===== src/rtl/tick_gen_pkg.sv =====
package tick_gen_pkg;
  localparam int CFG_W_DEF     = 8;
  localparam int EN_BIT_DEF    = 7;
  localparam int PRE_SEL_W_DEF = 2;
  localparam int DIV_SEL_W_DEF = 3;

  // Bits kept by the config register: enable plus both select fields at the bottom.
  function automatic logic [63:0] cfg_keep_mask(input int en_bit, input int field_w);
    logic [63:0] m;
    m = (64'd1 << field_w) - 64'd1;
    m = m | (64'd1 << en_bit);
    return m;
  endfunction
endpackage


===== src/rtl/tick_cfg_reg.sv =====
module tick_cfg_reg
  import tick_gen_pkg::*;
#(
  parameter int CFG_W     = CFG_W_DEF,
  parameter int EN_BIT    = EN_BIT_DEF,
  parameter int PRE_SEL_W = PRE_SEL_W_DEF,
  parameter int DIV_SEL_W = DIV_SEL_W_DEF
) (
  input  logic                 clk_i,
  input  logic                 rst_ni,
  input  logic                 we_i,
  input  logic [CFG_W-1:0]     wdata_i,
  output logic [CFG_W-1:0]     rdata_o,
  output logic                 en_o,
  output logic [PRE_SEL_W-1:0] pre_sel_o,
  output logic [DIV_SEL_W-1:0] div_sel_o,
  output logic                 restart_o
);
  localparam int FIELD_W = PRE_SEL_W + DIV_SEL_W;
  localparam int DIV_LSB = PRE_SEL_W;
  localparam logic [63:0] KEEP64 = cfg_keep_mask(EN_BIT, FIELD_W);
  localparam logic [CFG_W-1:0] KEEP = KEEP64[CFG_W-1:0];

  logic [CFG_W-1:0] cfg_q;

  always_ff @(posedge clk_i or negedge rst_ni) begin
    if (!rst_ni)   cfg_q <= '0;
    else if (we_i) cfg_q <= wdata_i & KEEP;
  end

  assign rdata_o   = cfg_q;
  assign en_o      = cfg_q[EN_BIT];
  assign pre_sel_o = cfg_q[PRE_SEL_W-1:0];
  assign div_sel_o = cfg_q[DIV_LSB +: DIV_SEL_W];
  // Counters clear on the same edge that loads the new word.
  assign restart_o = we_i;
endmodule


===== src/rtl/tick_prescaler.sv =====
module tick_prescaler #(
  parameter int SEL_W = 2
) (
  input  logic             clk_i,
  input  logic             rst_ni,
  input  logic             en_i,
  input  logic             clr_i,
  input  logic [SEL_W-1:0] sel_i,
  output logic             pulse_o
);
  // Ratio is 2*sel+1, so the terminal count is 2*sel.
  localparam int CNT_W = SEL_W + 1;

  logic [CNT_W-1:0] cnt_q;
  logic [CNT_W-1:0] term;
  logic             at_term;

  assign term    = {sel_i, 1'b0};
  assign at_term = (cnt_q == term);
  assign pulse_o = en_i & at_term;

  always_ff @(posedge clk_i or negedge rst_ni) begin
    if (!rst_ni)             cnt_q <= '0;
    else if (clr_i || !en_i) cnt_q <= '0;
    else if (at_term)        cnt_q <= '0;
    else                     cnt_q <= cnt_q + 1'b1;
  end
endmodule


===== src/rtl/tick_divider.sv =====
module tick_divider #(
  parameter int SEL_W = 3
) (
  input  logic             clk_i,
  input  logic             rst_ni,
  input  logic             en_i,
  input  logic             clr_i,
  input  logic             step_i,
  input  logic [SEL_W-1:0] sel_i,
  output logic             pulse_o
);
  localparam int CNT_W = (2 ** SEL_W) - 1;

  logic [CNT_W-1:0] cnt_q;
  logic [CNT_W-1:0] term;
  logic             at_term;

  // Terminal count 2**sel - 1: a thermometer of sel ones.
  for (genvar g = 0; g < CNT_W; g++) begin : g_term
    assign term[g] = (sel_i > SEL_W'(g));
  end

  assign at_term = (cnt_q == term);
  assign pulse_o = en_i & step_i & at_term;

  always_ff @(posedge clk_i or negedge rst_ni) begin
    if (!rst_ni)             cnt_q <= '0;
    else if (clr_i || !en_i) cnt_q <= '0;
    else if (step_i) begin
      if (at_term) cnt_q <= '0;
      else         cnt_q <= cnt_q + 1'b1;
    end
  end
endmodule


===== src/rtl/bus_tick_gen.sv =====
module bus_tick_gen
  import tick_gen_pkg::*;
#(
  parameter int CFG_W     = CFG_W_DEF,
  parameter int EN_BIT    = EN_BIT_DEF,
  parameter int PRE_SEL_W = PRE_SEL_W_DEF,
  parameter int DIV_SEL_W = DIV_SEL_W_DEF
) (
  input  logic             clk_i,
  input  logic             rst_ni,
  input  logic             cfg_we_i,
  input  logic [CFG_W-1:0] cfg_wdata_i,
  output logic [CFG_W-1:0] cfg_rdata_o,
  output logic             tick_o
);
  logic                 en;
  logic                 restart;
  logic [PRE_SEL_W-1:0] pre_sel;
  logic [DIV_SEL_W-1:0] div_sel;
  logic                 pre_pulse;
  logic                 div_pulse;

  tick_cfg_reg #(
    .CFG_W    (CFG_W),
    .EN_BIT   (EN_BIT),
    .PRE_SEL_W(PRE_SEL_W),
    .DIV_SEL_W(DIV_SEL_W)
  ) u_cfg (
    .clk_i    (clk_i),
    .rst_ni   (rst_ni),
    .we_i     (cfg_we_i),
    .wdata_i  (cfg_wdata_i),
    .rdata_o  (cfg_rdata_o),
    .en_o     (en),
    .pre_sel_o(pre_sel),
    .div_sel_o(div_sel),
    .restart_o(restart)
  );

  tick_prescaler #(.SEL_W(PRE_SEL_W)) u_pre (
    .clk_i  (clk_i),
    .rst_ni (rst_ni),
    .en_i   (en),
    .clr_i  (restart),
    .sel_i  (pre_sel),
    .pulse_o(pre_pulse)
  );

  tick_divider #(.SEL_W(DIV_SEL_W)) u_div (
    .clk_i  (clk_i),
    .rst_ni (rst_ni),
    .en_i   (en),
    .clr_i  (restart),
    .step_i (pre_pulse),
    .sel_i  (div_sel),
    .pulse_o(div_pulse)
  );

  assign tick_o = div_pulse;
endmodule


===== config.mk =====
export PLATFORM = sky130hd
export DESIGN_NAME = bus_tick_gen
export DESIGN_NICKNAME = d
export VERILOG_FILES = /design/src/rtl/tick_gen_pkg.sv /design/src/rtl/tick_cfg_reg.sv /design/src/rtl/tick_prescaler.sv /design/src/rtl/tick_divider.sv /design/src/rtl/bus_tick_gen.sv
export SDC_FILE = /design/constraint.sdc
export NUM_CORES = 1
export LEC_CHECK = 0
export BUFFER_PORTS_ARGS = -buffer_cell sky130_fd_sc_hd__buf_2
export CAP_MARGIN = 10
export CORE_MARGIN = 2
export CORE_UTILIZATION = 54
export CTS_CLUSTER_SIZE = 20
export DETAILED_ROUTE_END_ITERATION = 10
export PLACE_DENSITY = 0.8
export SYNTH_ARGS = -nofsm -noshare
export SYNTH_HDL_FRONTEND = slang
export SYNTH_SLANG_ARGS = --single-unit

===== constraint.sdc =====
create_clock -name clk_i -period 4.1 [get_ports clk_i]
set_clock_uncertainty 0.15 [all_clocks]
set_input_delay 0.205 -clock clk_i [delete_from_list [all_inputs] [get_ports clk_i]]
set_output_delay 0.205 -clock clk_i [all_outputs]
set_load 0.01 [all_outputs]

==> reports/results.md <==
* **outcome** finished clean
* **global-route wire length before repair** 3050 um
* **clock buffer count from CTS** 3
* **Fin. Hold Viols** 0
* **static power due to leakage** 0.000487 uW
* **Max clock buf depth** 2
* **TritonCTS sink count** 16
* **instance count of the mapped netlist** 83
* **register area share after synthesis** 0.450
* **worst-path cell chain** xnor2_1, a31oi_1, o31ai_1, and4_1, and2_1, buf_2
* **total number of nets in the final design** 118
* **Unique masters post-synth** 30
* **startpoint class of the critical path** flip-flop
* **type of element capturing the critical path** output port
* **cell area after layout** 0.00105 sq mm
* **pin count of the biggest net entering global routing** 17
* **TritonCTS clock tree** yes
* **largest family of logic cells by synthesized area** simple AND/OR/NAND/NOR gates
* **Final period util** 0.587
* **detailed-router iteration count before antenna repair** 4
* **crit-path max FO** 7
* **Ant. Diodes** 0
* **layout overhead on the synthesized area** 17.6%
* **area fraction of the dominant cell type after synthesis** 0.450
* **final max-slew violation count** 0
* **CTS resizes** 0
* **count of routing violations after the opening detailed-route iteration** 16
* **max-capacitance violation count** 0
* **total area of sequential cells** 400 sq um
* **Arr. time, crit path** 2.05 ns
* **adder and majority gate portion of the synthesized area** 0.0281
* **Post-Place Cell Area** 940 sq um
* **CTS clk-pin slew, worst paths** 0.10 ns
* **CP Data Required Time** 3.74 ns
* **total power draw** 339 uW
* **average detailed-routed wire length per instance** 15.3 um
* **most area-consuming cells after synthesis** dfrtp_1 (45%), xor2_1 (6.9%), mux2_2 (6.3%), nor3_1 (3.9%), xnor2_1 (3.0%)
* **Yosys top cell by area** dfrtp_1
* **summed negative setup slack over all endpoints** 0 ns
* **proportion of layout cells with a drive suffix above 1** 0.250
* **Crit Path Category** reg2out
* **routability cong.** 0.808
* **post-synthesis simple-gate area fraction** 0.191
* **area fraction in compound gates after synthesis** 0.110
* **total via count in the routed design** 705
* **count of state elements after synthesis** 16
* **footprint of the multi-input gates** 444 sq um
* **power density over the cells** 324 mW/mm^2
* **filler instances** 126
* **number of design rule violations left after detail routing** 0
* **crit-path max cell delay** 0.47 ns
* **Hold WC Path Type** in2reg
* **number of antenna violations at the first check in global routing** 0
* **Core Region** 0.00152 sq mm
* **number of H-tree levels** 1
* **chip width** 44.6 um
* **vias in the first global route** 694
* **fmax** 0.416 GHz
* **RSZ-0062 raised after global routing** no
* **total die area** 0.00199 sq mm
* **Cell Area, Synth** 890 sq um
* **Root Buffer Master** clkbuf_4
* **post-synthesis share of cell area spent on xor and xnor gates** 0.0985
* **worst-case vdd ir drop** 0.297 mV
* **warning count from the yosys run** 0
* **CP max-delay cell** dfrtp_1
* **final core utilization** 0.686
* **ports placed on the boundary** 20
* **detail-routed via count per cell** 5.88
* **port bufs** 15
* **shortest period the worst path allows** 2.41 ns
* **Tot GR Track Use** 0.214
* **Vert. Die Dim** 44.6 um
* **Clk Latency, worst-skew pair** 0.30 ns
* **standard-cell row count** 14
* **starting density of the core** 0.584
* **Syn Area/Cell** 10.7 sq um
* **Final Setup Violations** 0
* **mux share of post-synthesis cell area** 0.0633
* **HPWL Detailed** 1200 um
* **sum of overflow across all layers after global routing** 0
* **number of routed nets with antenna violations** 0
* **WL final** 1840 um
[power breakdown]
group | total [uW] | internal [uW] | switching, uW
registers | 177 | 165 | 11.6
logic | 54.5 | 26.8 | 27.8
clock network | 108 | 54.2 | 53.6
total | 339 | 246 | 92.9
[worst max-delay path, delay by kind of cell (launching register included)]
family | cells | cell delay, ns
compound gates | 2 | 0.46
buf+inv | 1 | 0.12
simple gates | 2 | 0.53
xor+xnor | 1 | 0.18
flops | 1 | 0.47
[layout by cell type, fill, tap and decap left out, types with 2 or more instances in the layout]
master and count:
a22o_1 2, a31oi_1 2, and2_1 2, and4_1 2
buf_2 15, clkbuf_4 3, conb_1 2, dfrtp_1 16
dlygate4sd3_1 7, ha_1 2, mux2_2 5, nand2_1 5
nand3_1 3, nand4_1 3, nor2_1 5, nor3_1 7
xnor2_1 3, xor2_1 7
[cell type report]
class                   count  area share
multi-input cells          62       0.425
flip-flops and latches     16       0.383
repair buffers             22       0.139
clock buffers               4      0.0347
well taps                  16      0.0191
[per-layer routing]
metal  global-route usage  up-vias  share of wire
li1                     -      340              -
met1                0.282      347           0.46
met2                0.345       15           0.50
met3               0.0408        3          0.033
met4               0.0848        0          0.013
met5                    0        -              0
[cells in the mapped netlist, drive strengths merged]
cell and instances:
a211oi 1, a22o 2, a31o 1, a31oi 2, a41o 1, and2 2, and3 1, and4 2
buf 5, clkbuf 1, conb 1, dfrtp 16, ha 2, mux2 5, nand2 5, nand2b 1
nand3 3, nand4 3, nor2 5, nor2b 1, nor3 7, nor4b 1, o21ai 1, o21bai 1
o31ai 2, or3 1, xnor2 3, xor2 7
[path summary, 6_finish.rpt]
| path | startpoint | endpoint | slack (ns) | depth (start not counted) |
|---|---|---|---|---|
| worst max-delay path | u_cfg.rdata_o[2] | tick_o | 1.69 | 6 |
| worst min-delay path | cfg_we_i | u_cfg.rdata_o[7] | 0.06 | 3 |
| worst max register to register | u_cfg.rdata_o[2] | u_div.cnt_q[4] | 2.28 | 5 |
| worst min register to register | u_pre.cnt_q[0] | u_pre.cnt_q[0] | 0.39 | 1 |
| max in group asynchronous | rst_ni | u_pre.cnt_q[0] | 3.33 | 2 |
| min in group asynchronous | rst_ni | u_pre.cnt_q[2] | 0.19 | 2 |
[logic make-up after synthesis]
kind of cell | after synthesis
compound gates | 11
simple gates | 32
flops | 16
mux | 5
fa+ha+maj | 2
xor+xnor | 10
other cells | 1
buf+inv | 6
[flip-flops by register name, indices dropped and copies added, names as in the netlist]
register / count
u_cfg.rdata_o: 6
u_div.cnt_q: 7
u_pre.cnt_q: 3
[metrics by stage]
| step | std cells | setup slack, ns | hold WS, ns |
|---|---|---|---|
| after CTS | 120 | 1.72 | 0.0571 |
| after global placement | 109 | 2.08 | -0.0123 |
| after floorplan | 84 | 2.21 | -0.241 |
| after global routing | 120 | 1.59 | 0.0950 |
| after detailed placement | 109 | 2.06 | -0.00599 |
| final | 120 | 1.69 | 0.0564 |
[repair_timing]
item / CTS / global route
buffers inserted: 0 / 0
endpoints found under the hold margin: 22 / 0
hold buffers: 7 / 0
No activity file was read; power rests on OpenSTA's default activity.
